==> src/rtl/scb_pkg.sv <==
package scb_pkg;

    localparam int ADDR_W = 8;

    localparam logic [ADDR_W-1:0] OFS_CTRL_SET = 8'h50;
    localparam logic [ADDR_W-1:0] OFS_CTRL_CLR = 8'h54;
    localparam logic [ADDR_W-1:0] OFS_EVT_SET  = 8'h80;
    localparam logic [ADDR_W-1:0] OFS_EVT_CLR  = 8'h84;
    localparam logic [ADDR_W-1:0] OFS_MASK_SET = 8'h88;
    localparam logic [ADDR_W-1:0] OFS_MASK_CLR = 8'h8C;

    typedef enum logic [1:0] {
        SEL_NONE = 2'd0,
        SEL_CTRL = 2'd1,
        SEL_EVT  = 2'd2,
        SEL_MASK = 2'd3
    } reg_sel_e;

    // Decoded access: which register, and through which of its two offsets
    typedef struct packed {
        reg_sel_e sel;
        logic     clr_side;
    } acc_t;

    function automatic acc_t decode_offset(input logic [ADDR_W-1:0] a);
        acc_t r;
        r.sel      = SEL_NONE;
        r.clr_side = 1'b0;
        case (a)
            OFS_CTRL_SET: r.sel = SEL_CTRL;
            OFS_CTRL_CLR: begin r.sel = SEL_CTRL; r.clr_side = 1'b1; end
            OFS_EVT_SET:  r.sel = SEL_EVT;
            OFS_EVT_CLR:  begin r.sel = SEL_EVT;  r.clr_side = 1'b1; end
            OFS_MASK_SET: r.sel = SEL_MASK;
            OFS_MASK_CLR: begin r.sel = SEL_MASK; r.clr_side = 1'b1; end
            default:      r.sel = SEL_NONE;
        endcase
        return r;
    endfunction

endpackage

==> src/rtl/scb_addr_dec.sv <==
module scb_addr_dec
    import scb_pkg::*;
(
    input  logic [ADDR_W-1:0] addr,
    input  logic              wr_en,
    output acc_t              acc,
    output logic              wr_set,
    output logic              wr_clr
);
    always_comb begin
        acc    = decode_offset(addr);
        wr_set = wr_en && (acc.sel != SEL_NONE) && !acc.clr_side;
        wr_clr = wr_en && (acc.sel != SEL_NONE) &&  acc.clr_side;
    end
endmodule

==> src/rtl/scb_sc_reg.sv <==
module scb_sc_reg #(
    parameter int DATA_W = 32,
    parameter bit HW_SET = 1'b0
) (
    input  logic              clk,
    input  logic              rst,
    input  logic              sel,
    input  logic              do_set,
    input  logic              do_clr,
    input  logic [DATA_W-1:0] wdata,
    input  logic [DATA_W-1:0] hw_set,
    output logic [DATA_W-1:0] q
);
    logic [DATA_W-1:0] set_m, clr_m, hw_m, nxt;

    generate
        if (HW_SET) begin : g_hw
            assign hw_m = hw_set;
        end else begin : g_nohw
            assign hw_m = '0;
            logic unused_hw;
            assign unused_hw = ^hw_set;
        end
    endgenerate

    always_comb begin
        set_m = (sel && do_set) ? wdata : '0;
        clr_m = (sel && do_clr) ? wdata : '0;
        // Clear is applied first, so any set (software or hardware) wins
        nxt   = (q & ~clr_m) | set_m | hw_m;
    end

    always_ff @(posedge clk) begin
        if (rst) q <= '0;
        else     q <= nxt;
    end
endmodule

==> src/rtl/scb_rd_mux.sv <==
module scb_rd_mux
    import scb_pkg::*;
#(
    parameter int DATA_W = 32
) (
    input  logic              clk,
    input  logic              rst,
    input  logic              rd_en,
    input  acc_t              acc,
    input  logic [DATA_W-1:0] ctrl_v,
    input  logic [DATA_W-1:0] evt_v,
    input  logic [DATA_W-1:0] mask_v,
    output logic [DATA_W-1:0] rd_data
);
    logic [DATA_W-1:0] sel_v;

    always_comb begin
        case (acc.sel)
            SEL_CTRL: sel_v = ctrl_v;
            SEL_MASK: sel_v = mask_v;
            SEL_EVT:  sel_v = acc.clr_side ? (evt_v & mask_v) : evt_v;
            default:  sel_v = '0;
        endcase
    end

    always_ff @(posedge clk) begin
        if (rst)        rd_data <= '0;
        else if (rd_en) rd_data <= sel_v;
        else            rd_data <= '0;
    end
endmodule

==> src/rtl/scb_bank.sv <==
module scb_bank
    import scb_pkg::*;
#(
    parameter int DATA_W = 32
) (
    input  logic              clk,
    input  logic              rst,
    input  logic [ADDR_W-1:0] addr,
    input  logic              wr_en,
    input  logic [DATA_W-1:0] wr_data,
    input  logic              rd_en,
    output logic [DATA_W-1:0] rd_data,
    input  logic [DATA_W-1:0] hw_evt,
    output logic              irq
);
    localparam int NREG = 3;

    acc_t              acc;
    logic              wr_set, wr_clr;
    logic [DATA_W-1:0] ctrl_q, evt_q, mask_q;
    logic [NREG-1:0]   hit;
    logic [DATA_W-1:0] regs_q [NREG];

    scb_addr_dec u_dec (
        .addr   (addr),
        .wr_en  (wr_en),
        .acc    (acc),
        .wr_set (wr_set),
        .wr_clr (wr_clr)
    );

    assign hit[0] = (acc.sel == SEL_CTRL);
    assign hit[1] = (acc.sel == SEL_EVT);
    assign hit[2] = (acc.sel == SEL_MASK);

    // Register 1 (event) is the only one that takes hardware pulses
    for (genvar i = 0; i < NREG; i++) begin : g_reg
        scb_sc_reg #(
            .DATA_W (DATA_W),
            .HW_SET (i == 1)
        ) u_reg (
            .clk    (clk),
            .rst    (rst),
            .sel    (hit[i]),
            .do_set (wr_set),
            .do_clr (wr_clr),
            .wdata  (wr_data),
            .hw_set (hw_evt),
            .q      (regs_q[i])
        );
    end

    assign ctrl_q = regs_q[0];
    assign evt_q  = regs_q[1];
    assign mask_q = regs_q[2];

    scb_rd_mux #(.DATA_W(DATA_W)) u_rd (
        .clk     (clk),
        .rst     (rst),
        .rd_en   (rd_en),
        .acc     (acc),
        .ctrl_v  (ctrl_q),
        .evt_v   (evt_q),
        .mask_v  (mask_q),
        .rd_data (rd_data)
    );

    assign irq = |(evt_q & mask_q);
endmodule

==> config.mk <==
export PLATFORM = sky130hd
export DESIGN_NAME = scb_bank
export DESIGN_NICKNAME = d
export VERILOG_FILES = /design/src/rtl/scb_pkg.sv /design/src/rtl/scb_addr_dec.sv /design/src/rtl/scb_sc_reg.sv /design/src/rtl/scb_rd_mux.sv /design/src/rtl/scb_bank.sv
export SDC_FILE = /design/constraint.sdc
export NUM_CORES = 1
export LEC_CHECK = 0
export BUFFER_PORTS_ARGS = -buffer_cell sky130_fd_sc_hd__buf_2
export CORE_MARGIN = 5
export CORE_UTILIZATION = 25
export CTS_BUF_LIST = sky130_fd_sc_hd__clkbuf_8 sky130_fd_sc_hd__clkbuf_16
export DETAILED_ROUTE_END_ITERATION = 7
export GPL_TIMING_DRIVEN = 0
export SLEW_MARGIN = 20
export SYNTH_ARGS = -nofsm -noshare
export SYNTH_HDL_FRONTEND = slang
export SYNTH_HIERARCHICAL = 1
export SYNTH_SLANG_ARGS = --single-unit
==> constraint.sdc <==
create_clock -name clk -period 2.3 [get_ports clk]
set_input_delay 0 -clock clk [delete_from_list [all_inputs] [get_ports clk]]
set_output_delay 0 -clock clk [all_outputs]
set_load 0.05 [all_outputs]
==> metrics.md, run 1 <==
| Metric | Value |
|---|---|
| IO Count | between 100 and 150 |
| Synthesized flop and latch total | 128 |
| CTS clock-pin slew for the worst setup and hold paths | 0.06 ns |
| Status | finished clean |
| Worst Hold Slack | 0.120 ns |
| Minimum clock period | 2.13 ns |
| Post-Synthesis Cells | 751 |
| Synth warnings | 6 |
| Gpl congestion | 0.838 |
| CTS Buf Count | 17 |
| CTS tree | yes |
| Initial antenna violation count | 0 |
| Drt total wl | 24900 um |
| Hold path start | wr_en |
| Tot Pwr | approximately 5600 uW |
| Final Cycle Share | 0.925 |
| Clock Sinks | roughly 130 |
| Area contributors post-synth | dfxtp_1 39%, nand4b_1 8.5%, and3_1 6.1% |
| Mean Syn Cell Area | 8.75 sq um |
| Final Max Tran Viols | 0 |
| Via density | 5.13 |
| CP Capture Type | flop |
| Tightest Pin Transition | 0.665 ns |
| Hold Crit Depth | 5 |
| Setup violations, final | 0 |
| Post-synth EDFFs | 0 |
| Share of layout cells above drive strength 1 | 0.246 |
| Design area | 0.00918 sq mm |
| Routed WL per cell | between 15 and 20 um |
| Dpl hpwl | 17200 um |
| First drt pass iteration count | 6 |
| Post-synthesis cell area | 0.00657 sq mm |
| Flop-to-flop setup slack | 1.28 ns |
| Initial DRC count | around 600 |
| Setup TNS Final | 0 ns |
| PwrDens | 615 mW/mm^2 |
| Die area | 0.0296 sq mm |
| Bufs on Longest Clock Path | 2 |
| Post-CTS Setup Repair Bufs | 0 |
| Clk_skew | 0.00615 ns |
| Fmax | around 470 MHz |
| Hold worst-path end | g_reg[0].u_reg/q[24]$_SDFF_PP0_ |
| Seq/Total Area, Yosys | 0.390 |
| Post-DRT Antenna Nets | 0 |
| Most frequent cells in the layout | 146 x buf_2, 128 x dfxtp_1, 98 x dlygate4sd3_1 |
| Die Y | between 150 and 200 um |
| Placed inst area | 0.00758 sq mm |
| Static leakage | 0.00370 uW |
| Primary FF master, synth | dfxtp_1 |
| FF-to-FF End | u_rd/rd_data[23]$_SDFF_PP0_ |
| Worst EP required | 2.66 ns |
| IR drop worst, VDD | 0.000497 V |
| H-tree depth | 4 |
| Startpoint types | primary input |
| Root Buffer | clkbuf_16 |
| Number of global-route vias before repair | 6645 |
| Utilization after layout | 0.353 |
| RSZ-0062 raised after global routing | no |
| Initial core utilization | 0.253 |
| Cell variety after synth | 33 |
| Critical-path maximum fanout | 10 |
| Core ar. | 0.0260 sq mm |
| Class of the tightest hold or removal check | primary input to flop |
| GRT Residual Overflow | 0 |
| Global-route wire length before repair | 38400 um |
| Worst rel slew slack | 0.557 |
| Antenna diode count | 0 |
| Buffers on Ports | between 100 and 150 |
| Final Hold Fails | 0 |
| Clock Latency Late Sink | ~0.43 ns |
| Worst Setup Path Type | primary input to flop |
| Routed vias | 6800 |
| Path depth of the worst reg2reg path | 3 |
| Largest net degree at the start of global routing | 17 |
| Synth-to-layout area growth | 39.8% |
| Site row count | 59 |
| Share of the synthesized area in the top cell type | 0.390 |
| Asr flop ratio synth | 0 |
| Total GRT Usage | 0.166 |
| WP data arrival | approximately 2.5 ns |
| Post-synthesis net count | 827 |
| Die W | 172 um |
| Most common cell after layout, fill and taps aside | buf_2 |
| Reg2Reg Launch Point | g_reg[2].u_reg/q[23]$_SDFF_PP0_ |
| Final-stage net count | about 1100 |
| Dominant cell type by area after synthesis | dfxtp_1 |
| Max-Cap Viols | 0 |
| Detailed-route DRC error count | 0 |
-- timing repair --
| action | 4_1_cts | 5_1_grt |
|---|---|---|
| gates resized for setup | 0 | 0 |
| setup endpoints to repair | 0 | 2 |
| hold buffers | 98 | 0 |
| hold endpoints to repair | 98 | 0 |
-- worst max path at each step --
stage | start | end | slack [ns] | cells after the start
2_1_floorplan | addr[4] | g_reg[0].u_reg/q[0]$_SDFF_PP0_ | 0.35 | 5
3_3_place_gp | addr[4] | g_reg[0].u_reg/q[14]$_SDFF_PP0_ | -0.53 | 6
3_5_place_dp | addr[1] | u_rd/rd_data[24]$_SDFF_PP0_ | 0.12 | 8
4_1_cts | addr[2] | g_reg[1].u_reg/q[4]$_SDFF_PP0_ | 0.16 | 8
5_1_grt | addr[2] | g_reg[1].u_reg/q[13]$_SDFF_PP0_ | 0.02 | 8
6_report | addr[2] | g_reg[1].u_reg/q[10]$_SDFF_PP0_ | 0.17 | 8
-- where the power goes --
part           switching, uW  internal [uW]  total [uW]
Combinational            201            240         441
Sequential              48.4           2260        2310
Clock                   1160           1740        2900
Total                   1410           4240        5650
-- critical path, cell delays in order --
cell and delay (ns):
dlygate4sd3_1 0.54, buf_2 0.14, a2111oi_4 0.60, buf_6 0.23, buf_6 0.17, a31oi_1 0.10, dlygate4sd3_1 0.57, a21oi_1 0.14
-- registers in the layout, indices dropped and copies added (netlist names) --
signal	count
g.u_reg/q	96
u_rd/rd_data	32
-- routing by layer --
layer	GRT usage	up-vias	share of wire
li1	-	3235	-
met1	0.225	3233	0.44
met2	0.268	287	0.46
met3	0.0274	45	0.069
met4	0.0591	0	0.026
met5	0	-	0
-- cells in the mapped netlist, types with 5 or more instances --
cell / n
clkbuf_1: 5
nand4b_1: 64
buf_4: 8
nand2_1: 63
dfxtp_1: 128
and3_1: 64
nand2b_1: 64
a22oi_1: 15
buf_2: 38
a31oi_1: 33
nand3_1: 33
o211ai_1: 32
mux2_2: 28
a21oi_1: 64
buf_6: 22
o21ai_1: 64
-- area by class of cell --
cell class	instances	area, sq um
Buffer	73	517
Clock buffer	17	425
Clock inverter	15	199
Fill cell	2702	16800
Inverter	3	11.3
Multi-Input combinational cell	547	3510
Sequential cell	128	2560
Tap cell	335	419
Timing Repair Buffer	208	1540
-- cells by family (layout without fill, tap and decap cells) --
kind of cell | after synthesis | count (layout) | synth area share
flops | 128 | 128 | 0.390
simple gates | 303 | 303 | 0.285
buf+inv | 76 | 316 | 0.0804
compound gates | 213 | 213 | 0.191
mux | 31 | 31 | 0.0531
-- per-stage QoR --
step | setup WS (ns) | std cells
after floorplan | 0.347 | 751
after global placement | -0.531 | 1194
after detailed placement | 0.123 | 1196
after CTS | 0.163 | 1326
after global routing | 0.0198 | 1326
final | 0.171 | 1326
No activity file was read; power rests on OpenSTA's default activity.
==> run 2: changes to the inputs <==
--- a/config.mk
+++ b/config.mk
@@ -5,12 +5,13 @@
 export SDC_FILE = /design/constraint.sdc
 export NUM_CORES = 1
 export LEC_CHECK = 0
-export BUFFER_PORTS_ARGS = -buffer_cell sky130_fd_sc_hd__buf_2
 export CORE_MARGIN = 5
 export CORE_UTILIZATION = 25
 export CTS_BUF_LIST = sky130_fd_sc_hd__clkbuf_8 sky130_fd_sc_hd__clkbuf_16
 export DETAILED_ROUTE_END_ITERATION = 7
+export DONT_BUFFER_PORTS = 1
 export GPL_TIMING_DRIVEN = 0
+export RECOVER_POWER = 50
 export SLEW_MARGIN = 20
 export SYNTH_ARGS = -nofsm -noshare
 export SYNTH_HDL_FRONTEND = slang
==> constraint.sdc (replaced) <==
create_clock -name clk -period 2.31 [get_ports clk]
set_input_delay 0 -clock clk [delete_from_list [all_inputs] [get_ports clk]]
set_output_delay 0 -clock clk [all_outputs]
set_load 0.05 [all_outputs]
==> run 2 against run 1 <==
Against the previous run: clock power shrank 5%; sequential share of layout area rose by 3.1 points; via count down 6.8%; utilization shrank 3.5 points; final cell count fell by 10%; total power decreased by 4.6%; sequential power about the same; wire length is 2.8% lower; critical endpoint is now u_rd/rd_data[21]$_SDFF_PP0_; largest power group unchanged.
==> metrics.md, run 2 (synthesis results as in run 1) <==
| Metric | Value |
|---|---|
| Status | finished clean |
| Fill cell count | ~2800 |
| Gpl congestion | ~0.87 |
| Worst EP required | 2.61 ns |
| Critical-path maximum fanout | 10 |
| IO Count | approximately 110 |
| Startpoint types | primary input |
| CP Capture Type | flop |
| Combinational power share | 0.063 |
| Max-Cap Viols | 0 |
| Final Max Tran Viols | 0 |
| Routed WL per cell | just over 20 um |
| Static leakage | 0.00305 uW |
| Synth-to-layout area growth | 26.0% |
| Flop pwr share | 0.426 |
| Clock Sinks | around 130 |
| Core ar. | 0.0260 sq mm |
| Buffers on Ports | 0 |
| Finished Layout Cells | 1190 |
| PwrDens | 651 mW/mm^2 |
| Share of layout cells above drive strength 1 | 0.151 |
| Minimum clock period | 2.12 ns |
| Final Hold Fails | 0 |
| Die Y | 172 um |
| Initial antenna violation count | 3 |
| Final Cycle Share | 0.918 |
| Via density | 5.32 |
| Worst Setup Path Type | primary input to flop |
| Tightest Pin Transition | 0.754 ns |
| Most frequent cells in the layout | 128 x dfxtp_1, 68 x dlygate4sd3_1 |
| Placed inst area | about 0.007 sq mm |
| Routed vias | 6336 |
| P_int | between 4000 and 5000 uW |
| Largest net degree at the start of global routing | 17 |
| Bufs on Longest Clock Path | 2 |
| Post-DRT Antenna Nets | 0 |
| Clk_skew | approximately 0.0067 ns |
| Detailed-route DRC error count | 0 |
| H-tree depth | 4 |
| Most common cell after layout, fill and taps aside | dfxtp_1 |
| CTS Buf Count | 17 |
| WP data arrival | 2.42 ns |
| Worst rel slew slack | 0.497 |
| Number of global-route vias before repair | 6248 |
| Die area | approximately 0.030 sq mm |
| Clock share of power | 0.511 |
| Initial DRC count | 576 |
| Fmax | 472 MHz |
| CTS tree | yes |
| CTS clock-pin slew for the worst setup and hold paths | 0.06 ns |
| Design area | 0.00827 sq mm |
| Psw | 1350 uW |
| Site row count | 59 |
| RSZ-0062 raised after global routing | no |
| First drt pass iteration count | 5 |
| Total GRT Usage | 0.160 |
| Final-stage net count | around 920 |
| IR drop worst, VDD | ~0.00054 V |
| Die W | between 150 and 200 um |
| Dpl hpwl | 17100 um |
| Drt total wl | between 20000 and 25000 um |
| Initial core utilization | 0.253 |
| Most flops, register | g.u_reg/q |
| Multi-input gate area | 0.00351 sq mm |
| Root Buffer | clkbuf_16 |
| Global-route wire length before repair | between 30000 and 40000 um |
| Class of the tightest hold or removal check | primary input to flop |
| GRT Residual Overflow | 0 |
| FF/Latch Area | 0.00256 sq mm |
| Clock Latency Late Sink | 0.43 ns |
| Biggest regs | g.u_reg/q (96), u_rd/rd_data (32) |
| Cell count after placement | roughly 1100 |
| Setup violations, final | 0 |
| Number of flip-flops in the largest register | 96 |
| Net Sw Frac | 0.251 |
[run 2: changes by cell type in the layout (fill, tap and decap cells not counted), sizes merged]
cell / before / now
buf: 178 / 63
bufinv: 3 / 2
clkbuf: 22 / 29
clkinv: 1 / 3
clkinvlp: 3 / 2
diode: 0 / 2
dlygate4sd3: 98 / 68
[run 2: path summary, 6_finish.rpt]
kind / to / startpoint / slack [ns] / cells after the start
max: u_rd/rd_data[21]$_SDFF_PP0_ / addr[1] / 0.19 / 7
min: g_reg[2].u_reg/q[31]$_SDFF_PP0_ / wr_en / 0.03 / 4
min reg2reg: g_reg[0].u_reg/q[5]$_SDFF_PP0_ / g_reg[0].u_reg/q[5]$_SDFF_PP0_ / 0.46 / 2
max reg2reg: g_reg[1].u_reg/q[23]$_SDFF_PP0_ / g_reg[1].u_reg/q[23]$_SDFF_PP0_ / 1.16 / 3
[run 2: area by class of cell]
class	count	area share
Multi-Input combinational cell	547	0.424
Sequential cell	128	0.310
Timing Repair Buffer	70	0.0841
Buffer	73	0.0576
Clock buffer	17	0.0514
Tap cell	335	0.0507
Clock inverter	15	0.0206
Inverter	3	0.00136
Antenna cell	2	0.000605
[run 2: power groups by stage]
stage,clock network [uW],logic (uW),registers (uW)
after CTS,2790,335,2290
after detailed placement,0,191,2340
after global routing,2890,362,2300
final,2750,338,2290
after floorplan,0,144,2320
after global placement,0,185,2340
[run 2: metal layers]
| metal | vias to the layer above | GRT usage | wire length (um) |
|---|---|---|---|
| li1 | 2969 | - | - |
| met1 | 3021 | 0.203 | 10200 |
| met2 | 284 | 0.247 | 10800 |
| met3 | 62 | 0.0464 | 2070 |
| met4 | 0 | 0.0824 | 1090 |
| met5 | - | 0 | 0 |
[run 2: stage by stage]
| step | hold slack [ns] | setup TNS [ns] | total power [uW] | setup WS (ns) | utilization |
|---|---|---|---|---|---|
| final | 0.0306 | 0 | 5390 | 0.191 | 0.318 |
| after global routing | 0.0476 | 0 | 5550 | 0.125 | 0.318 |
| after CTS | 0.0106 | 0 | 5420 | 0.269 | 0.320 |
| after detailed placement | 0.0741 | 0 | 2530 | 0.227 | 0.271 |
| after global placement | 0.0739 | -30.88 | 2530 | -0.437 | 0.269 |
| after floorplan | 0.0691 | 0 | 2460 | 0.357 | - |
[run 2: timing repair]
action | in CTS | in global routing
endpoints found under the hold margin | 98 | 0
setup buffers | 0 | 0
resized for setup | 0 | 0
hold buffers | 68 | 0
[run 2: worst max-delay path, cell delays in order]
cell	delay (ns)
or3_1	0.49
nor2_1	0.45
clkbuf_1	0.62
buf_6	0.24
buf_4	0.19
o211ai_1	0.10
a21oi_1	0.32
==> run 3: changes to the inputs <==
--- a/config.mk
+++ b/config.mk
@@ -5,6 +5,7 @@
 export SDC_FILE = /design/constraint.sdc
 export NUM_CORES = 1
 export LEC_CHECK = 0
+export ABC_AREA = 1
 export CORE_MARGIN = 5
 export CORE_UTILIZATION = 25
 export CTS_BUF_LIST = sky130_fd_sc_hd__clkbuf_8 sky130_fd_sc_hd__clkbuf_16
==> run 3 against run 2 <==
Against the previous run: register-to-register slack lost 0.08 ns; first-iteration DRC count grew 48%; global-route usage grew 0.14 points; critical endpoint is now g_reg[1].u_reg/q[23]$_SDFF_PP0_; final cell count grew 24%; wire length grew 3.1%; flip-flop and latch count is the same; cell area grew 3.1%.
==> metrics.md, run 3 <==
| Metric | Value |
|---|---|
| Status | finished clean |
| Clock Latency Late Sink | around 0.43 ns |
| Critical path's slowest cell | nor2_1 |
| PwrDens | 645 mW/mm^2 |
| Fmax | approximately 540 MHz |
| Site row count | 60 |
| Area contributors post-synth | dfxtp_1 37%, nand3_1 21%, nand2_1 12% |
| Root Buffer | clkbuf_16 |
| Gpl congestion | ~0.89 |
| Utilization after layout | 0.316 |
| Initial antenna violation count | 1 |
| Final Cycle Share | 0.802 |
| Placed inst area | 0.00732 sq mm |
| Post-synthesis cell area | 0.00688 sq mm |
| Post-synth EDFFs | 0 |
| Hold path start | rst |
| Post-CTS Hold Buffers | 66 |
| IO Count | between 100 and 150 |
| Synth-to-layout area growth | 24.1% |
| CTS clock-pin slew for the worst setup and hold paths | 0.07 ns |
| Cell variety after synth | 16 |
| Clock Sinks | 128 |
| Tightest Pin Transition | approximately 1.1 ns |
| Finished Layout Cells | between 1000 and 1500 |
| Most flops, register | g.u_reg/q |
| H-tree depth | 4 |
| Dpl hpwl | 17500 um |
| Static leakage | 0.00357 uW |
| Worst EP required | between 2 and 3 ns |
| Worst Hold Slack | 0.0226 ns |
| Asr flop ratio synth | 0 |
| Final Hold Fails | 0 |
| Largest net degree at the start of global routing | 17 |
| Post-DRT Antenna Nets | 0 |
| Die Y | 176 um |
| IR drop worst, VDD | 0.000343 V |
| Worst Setup Path Type | primary input to flop |
| Post-CTS Setup Repair Bufs | 0 |
| Worst rel slew slack | 0.289 |
| Top post-synthesis cells by count | 288 x nand3_1, 220 x nand2_1, 143 x nor2_1 |
| RSZ-0062 raised after global routing | no |
| Post-Synthesis Cells | around 1000 |
| WP data arrival | between 2 and 2.5 ns |
| Final Max Tran Viols | 0 |
| Startpoint types | primary input |
| Die area | 0.0309 sq mm |
| Biggest regs | g.u_reg/q (96), u_rd/rd_data (32) |
| Final-stage net count | roughly 1200 |
| Setup violations, final | 0 |
| Post-synthesis net count | 1112 |
| Total GRT Usage | 0.161 |
| Primary FF master, synth | dfxtp_1 |
| Class of the tightest hold or removal check | primary input to flop |
| Initial DRC count | 852 |
| Buf/Inv on CP | 1 |
| Design area | 0.00853 sq mm |
| Reg2Reg Launch Point | g_reg[1].u_reg/q[31]$_SDFF_PP0_ |
| Detailed-route DRC error count | 0 |
| Synth warnings | 6 |
| Max-Cap Viols | 0 |
| Crit path max-delay family | simple AND/OR/NAND/NOR gates |
| Most frequent cells in the layout | 289 x nand3_1, 221 x nand2_1, 144 x nor2_1 |
| Synthesized flop and latch total | roughly 130 |
| Routed WL per cell | ~17 um |
| Mean Syn Cell Area | between 6 and 7 sq um |
| Seq/Total Area, Yosys | 0.373 |
| Minimum clock period | 1.85 ns |
| CTS Buf Count | 17 |
| First drt pass iteration count | 7 |
| Critical-path maximum fanout | 15 |
| Routed vias | approximately 7300 |
| Via density | 4.93 |
| Number of flip-flops in the largest register | 96 |
| Initial core utilization | 0.254 |
| Dominant cell type by area after synthesis | dfxtp_1 |
| CTS tree | yes |
| CP cell instances | nor2_1 -> nand3_1 -> nand2_2 -> nand2_1 -> nor2_1 -> nand3_1 -> nand2_1 -> a21oi_1 -> dlygate4sd3_1 |
| Drt total wl | 24900 um |
| CP startpoint | addr[1] |
| Cell count after placement | 1378 |
| CTS resizes | 0 |
| Core ar. | 0.0270 sq mm |
| Slowest stage delay, CP | 0.80 ns |
| Count leader, synth | nand3_1 |
| Die W | 176 um |
| Buffers on Ports | 0 |
| Bufs on Longest Clock Path | 2 |
| Number of global-route vias before repair | 6889 |
| CP Capture Type | flop |
| Clk_skew | 0.00653 ns |
| Global-route wire length before repair | 39100 um |
| Most common cell after layout, fill and taps aside | nand3_1 |
| Share of layout cells above drive strength 1 | 0.104 |
| GRT Residual Overflow | 0 |
| Share of the synthesized area in the top cell type | 0.373 |
-- run 3: cell types whose count changed after synthesis, sizes merged, moves of 33 or more --
cell    before  now
nor2         2  146
nand3       33  289
and3        64    0
inv          3   78
a21oi       64   97
o21ai       64    0
o211ai      33    0
nand4b      64    0
nand2b      64    0
a31oi       33    0
nand2       63  223
-- run 3: cell type report --
| cell class | instances | area (sq um) |
|---|---|---|
| Fill cell | 2947 | 18500 |
| Multi-Input combinational cell | 756 | 3410 |
| Sequential cell | 128 | 2560 |
| Timing Repair Buffer | 67 | 676 |
| Buffer | 74 | 543 |
| Tap cell | 341 | 427 |
| Clock buffer | 17 | 425 |
| Inverter | 78 | 293 |
| Clock inverter | 15 | 196 |
| Antenna cell | 1 | 2.50 |
-- run 3: routing by layer --
metal / up-vias / track usage / wire length [um]
met5: - / 0 / 0
met4: 0 / 0.0601 / 792
met3: 62 / 0.0446 / 2380
met2: 373 / 0.257 / 11300
met1: 3284 / 0.209 / 10500
li1: 3558 / - / -
-- run 3: power breakdown --
part | leakage (uW) | internal [uW] | total (uW) | switching (uW)
sequential | 0.00104 | 2250 | 2290 | 41.1
combinational | 0.00222 | 136 | 337 | 202
clock | 0.000301 | 1740 | 2880 | 1140
total | 0.00357 | 4120 | 5500 | 1380
-- run 3: cell families (layout without fill, tap and decap cells) --
group | Yosys count | count (layout) | share of synthesized area
and+or+nand+nor | 659 | 659 | 0.416
DFF | 128 | 128 | 0.373
AOI/OAI and AO/OA | 97 | 97 | 0.0864
other | 0 | 1 | 0
buffers and inverters | 152 | 251 | 0.125
-- run 3: worst reg2reg max path: cells and delay by family, from the launching register on --
kind	cells	cell delay, ns
AO/OA/AOI/OAI	1	0.13
buffers and inverters	1	0.57
flip-flops	1	0.40
AND/OR/NAND/NOR	1	0.08
-- run 3: final timing paths --
check / to / slack, ns / depth (start not counted)
max: g_reg[1].u_reg/q[23]$_SDFF_PP0_ / 0.46 / 9
min: g_reg[1].u_reg/q[20]$_SDFF_PP0_ / 0.02 / 2
max reg2reg: g_reg[1].u_reg/q[31]$_SDFF_PP0_ / 1.08 / 3
min reg2reg: g_reg[0].u_reg/q[7]$_SDFF_PP0_ / 0.46 / 2
-- run 3: stage by stage --
step | setup TNS (ns) | power [uW] | setup WS (ns)
final | 0 | 5500 | 0.457
after CTS | 0 | 5540 | 0.672
after global routing | 0 | 5680 | 0.280
after global placement | -0.444 | 2520 | -0.0490
after detailed placement | 0 | 2530 | 0.572
after floorplan | 0 | 2470 | 0.573
